## src/rtl/spi_port_pkg.sv

```systemverilog
package spi_port_pkg;

    localparam int BYTE_W   = 8;
    localparam int EDGE_N   = 2 * BYTE_W;
    localparam int EDGE_W   = $clog2(EDGE_N);
    localparam int HALF_W   = 7;
    localparam int DONE_BIT = 7;
    localparam int COLL_BIT = 6;

    typedef struct packed {
        logic       irq_en;
        logic       enable;
        logic       rsvd;
        logic       master;
        logic       cpol;
        logic       cpha;
        logic [1:0] rate;
    } ctrl_t;

    typedef enum logic [1:0] {
        SEL_CTRL = 2'd0,
        SEL_STAT = 2'd1,
        SEL_DATA = 2'd2,
        SEL_NONE = 2'd3
    } sel_e;

    // system clock cycles per half period of the master serial clock
    function automatic logic [HALF_W-1:0] half_period(input logic [1:0] code);
        case (code)
            2'd0:    return HALF_W'(2);
            2'd1:    return HALF_W'(8);
            2'd2:    return HALF_W'(32);
            default: return HALF_W'(64);
        endcase
    endfunction

endpackage

```

## src/rtl/spi_sck_gen.sv

```systemverilog
module spi_sck_gen
    import spi_port_pkg::*;
(
    input  logic       clk,
    input  logic       rst_n,
    input  logic       run_i,
    input  logic       cpol_i,
    input  logic [1:0] rate_i,
    output logic       sck_o,
    output logic       edge_o
);

    typedef struct packed {
        logic [HALF_W-1:0] cnt;
        logic              sck;
    } gen_t;

    gen_t              state_d, state_q;
    logic [HALF_W-1:0] half;

    always_comb begin
        half    = half_period(rate_i);
        state_d = state_q;
        edge_o  = 1'b0;
        if (!run_i) begin
            state_d.cnt = '0;
            state_d.sck = cpol_i;
        end else if (state_q.cnt >= half - HALF_W'(1)) begin
            state_d.cnt = '0;
            state_d.sck = ~state_q.sck;
            edge_o      = 1'b1;
        end else begin
            state_d.cnt = state_q.cnt + HALF_W'(1);
        end
    end

    always_ff @(posedge clk or negedge rst_n) begin
        if (!rst_n) state_q <= '0;
        else        state_q <= state_d;
    end

    assign sck_o = state_q.sck;


    idle_level_chk: assert property (@(posedge clk) disable iff (!rst_n)
        !run_i |=> (sck_o == $past(cpol_i)));

endmodule

```

## src/rtl/spi_slave_front.sv

```systemverilog
module spi_slave_front #(
    parameter int SYNC_STAGES = 2
) (
    input  logic clk,
    input  logic rst_n,
    input  logic sck_i,
    input  logic ss_n_i,
    input  logic mosi_i,
    output logic sel_o,
    output logic sel_rise_o,
    output logic edge_o,
    output logic mosi_o
);

    localparam int LAST = SYNC_STAGES - 1;

    typedef struct packed {
        logic [SYNC_STAGES-1:0] sck_sync;
        logic [SYNC_STAGES-1:0] ss_sync;
        logic [SYNC_STAGES-1:0] mosi_sync;
        logic                   sck_prev;
        logic                   sel_prev;
    } front_t;

    front_t state_d, state_q;

    always_comb begin
        state_d           = state_q;
        state_d.sck_sync  = {state_q.sck_sync[LAST-1:0],  sck_i};
        state_d.ss_sync   = {state_q.ss_sync[LAST-1:0],   ss_n_i};
        state_d.mosi_sync = {state_q.mosi_sync[LAST-1:0], mosi_i};
        state_d.sck_prev  = state_q.sck_sync[LAST];
        state_d.sel_prev  = sel_o;
    end

    always_ff @(posedge clk or negedge rst_n) begin
        if (!rst_n) begin
            state_q          <= '0;
            state_q.ss_sync  <= '1;
            state_q.sel_prev <= 1'b0;
        end else begin
            state_q <= state_d;
        end
    end

    assign sel_o      = ~state_q.ss_sync[LAST];
    assign sel_rise_o = sel_o & ~state_q.sel_prev;
    assign edge_o     = sel_o & state_q.sel_prev &
                        (state_q.sck_sync[LAST] != state_q.sck_prev);
    assign mosi_o     = state_q.mosi_sync[LAST];

endmodule

```

## src/rtl/spi_shifter.sv

```systemverilog
module spi_shifter
    import spi_port_pkg::*;
(
    input  logic              clk,
    input  logic              rst_n,
    input  logic              load_i,
    input  logic [BYTE_W-1:0] load_data_i,
    input  logic              start_i,
    input  logic              abort_i,
    input  logic              edge_i,
    input  logic              cpha_i,
    input  logic              sdi_i,
    output logic              sdo_o,
    output logic              busy_o,
    output logic              done_o,
    output logic [BYTE_W-1:0] rx_o
);

    typedef struct packed {
        logic [BYTE_W-1:0] tx;
        logic [BYTE_W-1:0] rx;
        logic [EDGE_W-1:0] idx;
        logic              busy;
    } shf_t;

    shf_t state_d, state_q;
    logic odd_edge, sample_now, shift_now, last_edge;

    always_comb begin
        state_d    = state_q;
        odd_edge   = state_q.idx[0];
        sample_now = cpha_i ? odd_edge : ~odd_edge;
        shift_now  = cpha_i ? (~odd_edge && (state_q.idx != '0)) : odd_edge;
        last_edge  = (state_q.idx == EDGE_W'(EDGE_N - 1));
        done_o     = 1'b0;

        if (load_i) state_d.tx = load_data_i;

        if (start_i) begin
            state_d.busy = 1'b1;
            state_d.idx  = '0;
        end else if (abort_i) begin
            state_d.busy = 1'b0;
        end else if (state_q.busy && edge_i) begin
            if (sample_now) state_d.rx = {state_q.rx[BYTE_W-2:0], sdi_i};
            if (shift_now)  state_d.tx = {state_q.tx[BYTE_W-2:0], 1'b0};
            state_d.idx = state_q.idx + EDGE_W'(1);
            if (last_edge) begin
                state_d.busy = 1'b0;
                done_o       = 1'b1;
            end
        end
    end

    always_ff @(posedge clk or negedge rst_n) begin
        if (!rst_n) state_q <= '0;
        else        state_q <= state_d;
    end

    assign sdo_o  = state_q.tx[BYTE_W-1];
    assign busy_o = state_q.busy;
    assign rx_o   = state_d.rx;


    idx_start_chk: assert property (@(posedge clk) disable iff (!rst_n)
        $rose(busy_o) |-> (state_q.idx == '0));


    done_release_chk: assert property (@(posedge clk) disable iff (!rst_n)
        done_o |=> !busy_o);

endmodule

```

## src/rtl/spi_port.sv

```systemverilog
module spi_port
    import spi_port_pkg::*;
#(
    parameter int SYNC_STAGES = 2
) (
    input  logic        clk,
    input  logic        rst_n,
    input  logic [1:0]  reg_sel,
    input  logic        reg_wr,
    input  logic [7:0]  reg_wdata,
    output logic [7:0]  reg_rdata,
    input  logic        serial_ie_i,
    output logic        irq_o,
    output logic        sck_o,
    output logic        mosi_o,
    input  logic        miso_i,
    output logic        ss_n_o,
    input  logic        sck_i,
    input  logic        mosi_i,
    output logic        miso_o,
    input  logic        ss_n_i
);

    typedef struct packed {
        ctrl_t             ctrl;
        logic              done_flag;
        logic              coll_flag;
        logic [BYTE_W-1:0] rxd;
    } port_t;

    port_t             state_d, state_q;
    sel_e              sel;
    logic              ctrl_wr, stat_wr, data_wr;
    logic              busy, done, load, start, abort, collide;
    logic              m_edge, m_run, s_sel, s_rise, s_edge, s_mosi;
    logic              edge_mux, sdi_mux, sdo;
    logic [BYTE_W-1:0] rx_byte;
    logic              unused_wbits;

    assign sel          = sel_e'(reg_sel);
    assign ctrl_wr      = reg_wr && (sel == SEL_CTRL);
    assign stat_wr      = reg_wr && (sel == SEL_STAT);
    assign data_wr      = reg_wr && (sel == SEL_DATA);
    assign unused_wbits = ^reg_wdata[5:0];

    assign load    = data_wr && state_q.ctrl.enable && !busy;
    assign start   = state_q.ctrl.master ? load
                   : (state_q.ctrl.enable && s_rise && !busy);
    assign abort   = busy && (!state_q.ctrl.enable || (!state_q.ctrl.master && !s_sel));
    assign collide = data_wr && busy;
    assign m_run   = busy && state_q.ctrl.master;
    assign edge_mux = state_q.ctrl.master ? m_edge : s_edge;
    assign sdi_mux  = state_q.ctrl.master ? miso_i : s_mosi;

    spi_sck_gen u_sck_gen (
        .clk    (clk),
        .rst_n  (rst_n),
        .run_i  (m_run),
        .cpol_i (state_q.ctrl.cpol),
        .rate_i (state_q.ctrl.rate),
        .sck_o  (sck_o),
        .edge_o (m_edge)
    );

    spi_slave_front #(.SYNC_STAGES(SYNC_STAGES)) u_front (
        .clk        (clk),
        .rst_n      (rst_n),
        .sck_i      (sck_i),
        .ss_n_i     (ss_n_i),
        .mosi_i     (mosi_i),
        .sel_o      (s_sel),
        .sel_rise_o (s_rise),
        .edge_o     (s_edge),
        .mosi_o     (s_mosi)
    );

    spi_shifter u_shifter (
        .clk         (clk),
        .rst_n       (rst_n),
        .load_i      (load),
        .load_data_i (reg_wdata),
        .start_i     (start),
        .abort_i     (abort),
        .edge_i      (edge_mux),
        .cpha_i      (state_q.ctrl.cpha),
        .sdi_i       (sdi_mux),
        .sdo_o       (sdo),
        .busy_o      (busy),
        .done_o      (done),
        .rx_o        (rx_byte)
    );

    always_comb begin
        state_d = state_q;
        if (ctrl_wr) begin
            state_d.ctrl      = ctrl_t'(reg_wdata);
            state_d.ctrl.rsvd = 1'b0;
        end
        if (stat_wr && !reg_wdata[DONE_BIT]) state_d.done_flag = 1'b0;
        if (stat_wr && !reg_wdata[COLL_BIT]) state_d.coll_flag = 1'b0;
        if (done) begin
            state_d.done_flag = 1'b1;
            state_d.rxd       = rx_byte;
        end
        if (collide) state_d.coll_flag = 1'b1;
    end

    always_ff @(posedge clk or negedge rst_n) begin
        if (!rst_n) state_q <= '0;
        else        state_q <= state_d;
    end

    always_comb begin
        case (sel)
            SEL_CTRL: reg_rdata = state_q.ctrl;
            SEL_STAT: reg_rdata = {state_q.done_flag, state_q.coll_flag, 6'b0};
            SEL_DATA: reg_rdata = state_q.rxd;
            default:  reg_rdata = '0;
        endcase
    end

    assign irq_o  = state_q.done_flag && state_q.ctrl.irq_en && serial_ie_i;
    assign ss_n_o = ~m_run;
    assign mosi_o = sdo;
    assign miso_o = sdo;


    done_sets_flag_chk: assert property (@(posedge clk) disable iff (!rst_n)
        done |=> state_q.done_flag);


    coll_sets_flag_chk: assert property (@(posedge clk) disable iff (!rst_n)
        (data_wr && busy) |=> state_q.coll_flag);


    flag_clear_chk: assert property (@(posedge clk) disable iff (!rst_n)
        (stat_wr && !reg_wdata[DONE_BIT] && !done) |=> !state_q.done_flag);

endmodule

```

## config.mk

```make
export PLATFORM = sky130hd
export DESIGN_NAME = spi_port
export DESIGN_NICKNAME = d
export VERILOG_FILES = /design/src/rtl/spi_port_pkg.sv /design/src/rtl/spi_sck_gen.sv /design/src/rtl/spi_slave_front.sv /design/src/rtl/spi_shifter.sv /design/src/rtl/spi_port.sv
export SDC_FILE = /design/constraint.sdc
export NUM_CORES = 1
export LEC_CHECK = 0
export BUFFER_PORTS_ARGS = -buffer_cell sky130_fd_sc_hd__buf_2
export CORE_UTILIZATION = 35
export DETAILED_ROUTE_END_ITERATION = 7
export PLACE_DENSITY_LB_ADDON = 0.12
export SYNTH_ARGS = -nofsm -noshare
export SYNTH_HDL_FRONTEND = slang
export SYNTH_SLANG_ARGS = --single-unit
```

## constraint.sdc

```tcl
create_clock -name clk -period 6.7 [get_ports clk]
set_input_delay 0.67 -clock clk [delete_from_list [all_inputs] [get_ports clk]]
set_output_delay 0.67 -clock clk [all_outputs]
set_load 0.02 [all_outputs]
```

==> impl_metrics.csv <==
group,metric,value,unit
outcome,status,"finished, final reports clean",
layout,areaGrowthSynthToFinish,13.29,%
timing,slew_headroom,45.89,%
detailed_routing,wire_per_inst,14.93,um
power,leakage,1.439,nW
logic_synthesis,syn_area,2759,um2
worst_setup_path,crit_slowest_cell,"nor2b_1",
placement,routabilityCongestion,0.7370,
logic_synthesis,synth_enable_flop_cells,0,
die,initial_core_util,35.89,%
worst_setup_path,end_kind,"flop",
power,peakVddDrop,0.1371,mV
clock_network,post_cts_resized,0,
logic_synthesis,synth-seq-cells,54,
clock_network,htreeDepth,2,
grt,grt_max_degree,55,
clock_network,cts_buffers,5,
worst_setup_path,worstPathRequired,6900,ps
logic_synthesis,ys.flop_type,"dfrtp_1",
clock_network,clockBufferDepth,2,
logic_synthesis,netlist_instances,227,
logic_synthesis,netlist.area_leader.share,47.17,%
worst_setup_path,crit_chain,"nand2_1 -> ha_1 -> nand4_1 -> nor4_4 -> o311ai_4 -> nor2b_1 -> mux2_2",
clock_network,cts_tree,"yes",
worst_setup_path,r2r-start,"state_q[10]",
timing,min_period,2665,ps
worst_setup_path,worst-r2r-setup-slack,4040,ps
timing,finalSetupViolCount,0,
clock_network,cts_sinks,54,
die,num_rows,32,
timing,fin_crit_sh,39.77,%
hold_path,hold_path.class,"reg2reg",
power,sw_frac_of_total,28.84,%
clock_network,cts_root_buffer,"clkbuf_8",
worst_setup_path,r2r_end,"u_shifter.state_q[10]",
clock_network,post_cts_buffers,0,
placement,hpwlAfterDp,3940,um
logic_synthesis,yosysTopAreaCell,"dfrtp_1",
logic_synthesis,syn_nets,254,
layout,finalCoreUtilization,40.66,%
timing,rsz0062_at_grt,"no",
detailed_routing,drt_pre_antenna_iters,4,
placement,port_buffers,30,
power,power-per-cell-area,246.7,nW/um2
logic_synthesis,synth_common_cells,"52 x dfrtp_1, 35 x mux2_2, 20 x nor2_1",
job,cap_violations,0,
worst_setup_path,cpPeakStageDelay,590,ps
clock_network,path_clk_slew,110,ps
logic_synthesis,ys_warn_count,0,
hold_path,holdPathStages,0,
logic_synthesis,async_flop_share,100.0,%
logic_synthesis,syn_avg_cell_area,12.15,um2
die,core,7687,um2
timing,tightestPinTransition,805.9,ps
detailed_routing,wirelength,5405,um
logic_synthesis,synth_area_leaders,"dfrtp_1 47%, mux2_2 14%, ha_1 4.1%",
detailed_routing,postRouteAntennaNets,0,
grt,grt_antenna_before_repair,0,
die,die_width,90.79,um
power,netSwitchingPower,0.2224,mW
clock_network,cts_hold_buf,0,
worst_setup_path,critPathArrivalTime,2860,ps
power,intPower,0.5487,mW
grt,grt_pass1_wl,9059,um
detailed_routing,vias,1776,
timing,hold_viol,0,
power,clockPowerShare,29.8,%
hold_path,hold_end,"u_front.state_d[1]",
layout,fin_nets,286,
layout,n_antenna_cell,0,
logic_synthesis,synth.distinct_cells,44,
die,die_area,8242,um2
grt,grt.total_usage,13.98,%
power,comb_power_share,19.0,%
detailed_routing,drt_iter0_drc,27,
die,ios,31,
grt,gr-total-overflow,0,
clock_network,clk_latency,310,ps
layout,drive_gt1_share,36.54,%
worst_setup_path,path_class,"reg2reg",
hold_path,worstHoldStart,"u_front.state_d[7]",
die,dieHeight,90.79,um
timing,slew_violations,0,
logic_synthesis,ys_seq_area_share,49.07,%
worst_setup_path,critPathTopFamily,"simple AND/OR/NAND/NOR gates",
detailed_routing,vias_per_cell,4.906,
timing,final.setup.tns,0,ps
layout,regArea,1354,um2
power,p_seq_share,51.3,%
timing,fmax,0.3753,GHz
detailed_routing,drc,0,
worst_setup_path,path_buf_inv,0,
worst_setup_path,cp_max_fo,10,
timing,clock_skew,11.21,ps
logic_synthesis,yosysMostFrequentCell,"dfrtp_1",
layout,n_fill_cell,778,
worst_setup_path,crit_path_start_kind,"flop",
worst_setup_path,rr_worst_depth,7,
grt,grt_pass1_vias,1740,
layout,multiInputGateArea,1336,um2
[per-layer routing]
| layer | track usage (%) | vias to the layer above | wire, um |
|---|---|---|---|
| met3 | 2.609 | 6 | 185 |
| met4 | 3.968 | 0 | 53 |
| met2 | 20.39 | 44 | 2410 |
| li1 | - | 865 | - |
| met1 | 20.97 | 861 | 2755 |
| met5 | 0 | - | 0 |
[stage by stage]
stage	total power, mW	cells	worst slack, ps	cell area, um2	hold WS, ps
after floorplan	0.5075	227	4438	2759	331.2
after global placement	0.5504	354	3918	3009	335.5
after detailed placement	0.5509	354	3881	3009	334.7
after CTS	0.7872	362	4008	3126	362.5
after global routing	0.8181	362	3811	3126	368.0
final	0.7711	362	4035	3126	358.3
[area by class of cell]
class,count,share of cell area [%]
inverters,9,1.081
clock inverters,3,1.521
clock buffers,5,2.202
well taps,102,4.083
repair buffers,31,5.044
multi-input cells,158,42.75
flip-flops and latches,54,43.31
[how the worst max path moves through the flow]
stage | from | end | slack [ps] | cells past startpoint
2_1_floorplan | state_q[11] | u_shifter.state_q[10] | 4440 | 8
5_1_grt | state_q[10] | u_shifter.state_q[7] | 3810 | 7
4_1_cts | state_q[10] | u_shifter.state_q[10] | 4010 | 7
3_5_place_dp | reg_sel[0] | u_shifter.state_q[8] | 3880 | 6
6_report | state_q[10] | u_shifter.state_q[10] | 4040 | 7
3_3_place_gp | reg_sel[0] | u_shifter.state_q[11] | 3920 | 6
[power by group through the flow]
stage / registers [mW] / logic (mW) / clock network (mW)
6_report: 0.395 / 0.146 / 0.230
5_1_grt: 0.403 / 0.163 / 0.253
4_1_cts: 0.396 / 0.148 / 0.242
3_5_place_dp: 0.403 / 0.148 / 0
3_3_place_gp: 0.403 / 0.147 / 0
2_1_floorplan: 0.395 / 0.113 / 0
[sequential cells by signal, indices dropped and copies added (netlist names)]
name	cells
u_front.state_q	3
u_front.state_d	4
u_shifter.sdo_o	1
u_shifter.odd_edge	1
u_sck_gen.sck_o	1
state_q	17
u_sck_gen.state_q	7
u_shifter.state_q	18
u_shifter.busy_o	1
u_front.mosi_o	1
[placed cells by master, fill, tap and decap left out, types with 2 or more instances in the layout]
cell type / synthesis / routed
nand2b_1: 3 / 3
nor4_4: 2 / 2
inv_1: 9 / 9
and3_1: 3 / 3
xor2_1: 3 / 3
nor2b_1: 3 / 3
dfrtp_1: 52 / 52
inv_6: 0 / 2
dfstp_2: 2 / 2
nand2_1: 11 / 11
mux2i_1: 10 / 10
o211ai_1: 2 / 2
ha_1: 9 / 9
nand3_1: 8 / 8
nor2_1: 20 / 20
buf_2: 1 / 30
mux2_4: 7 / 7
nor3_1: 2 / 2
a21oi_1: 4 / 4
nand4_1: 2 / 2
xnor2_1: 5 / 5
o21ai_0: 10 / 10
clkbuf_8: 0 / 5
mux2_2: 35 / 35
[cell families after synthesis]
group | after synthesis | share of synthesized area [%]
XOR/XNOR | 8 | 2.540
AND/OR/NAND/NOR | 63 | 13.38
adder cells (fa/ha/maj) | 9 | 4.082
buffers and inverters | 15 | 2.494
AO/OA/AOI/OAI | 25 | 6.577
other | 1 | 0.1359
flip-flops | 54 | 49.07
multiplexers | 52 | 21.72
(Power assumes the default switching activity.)
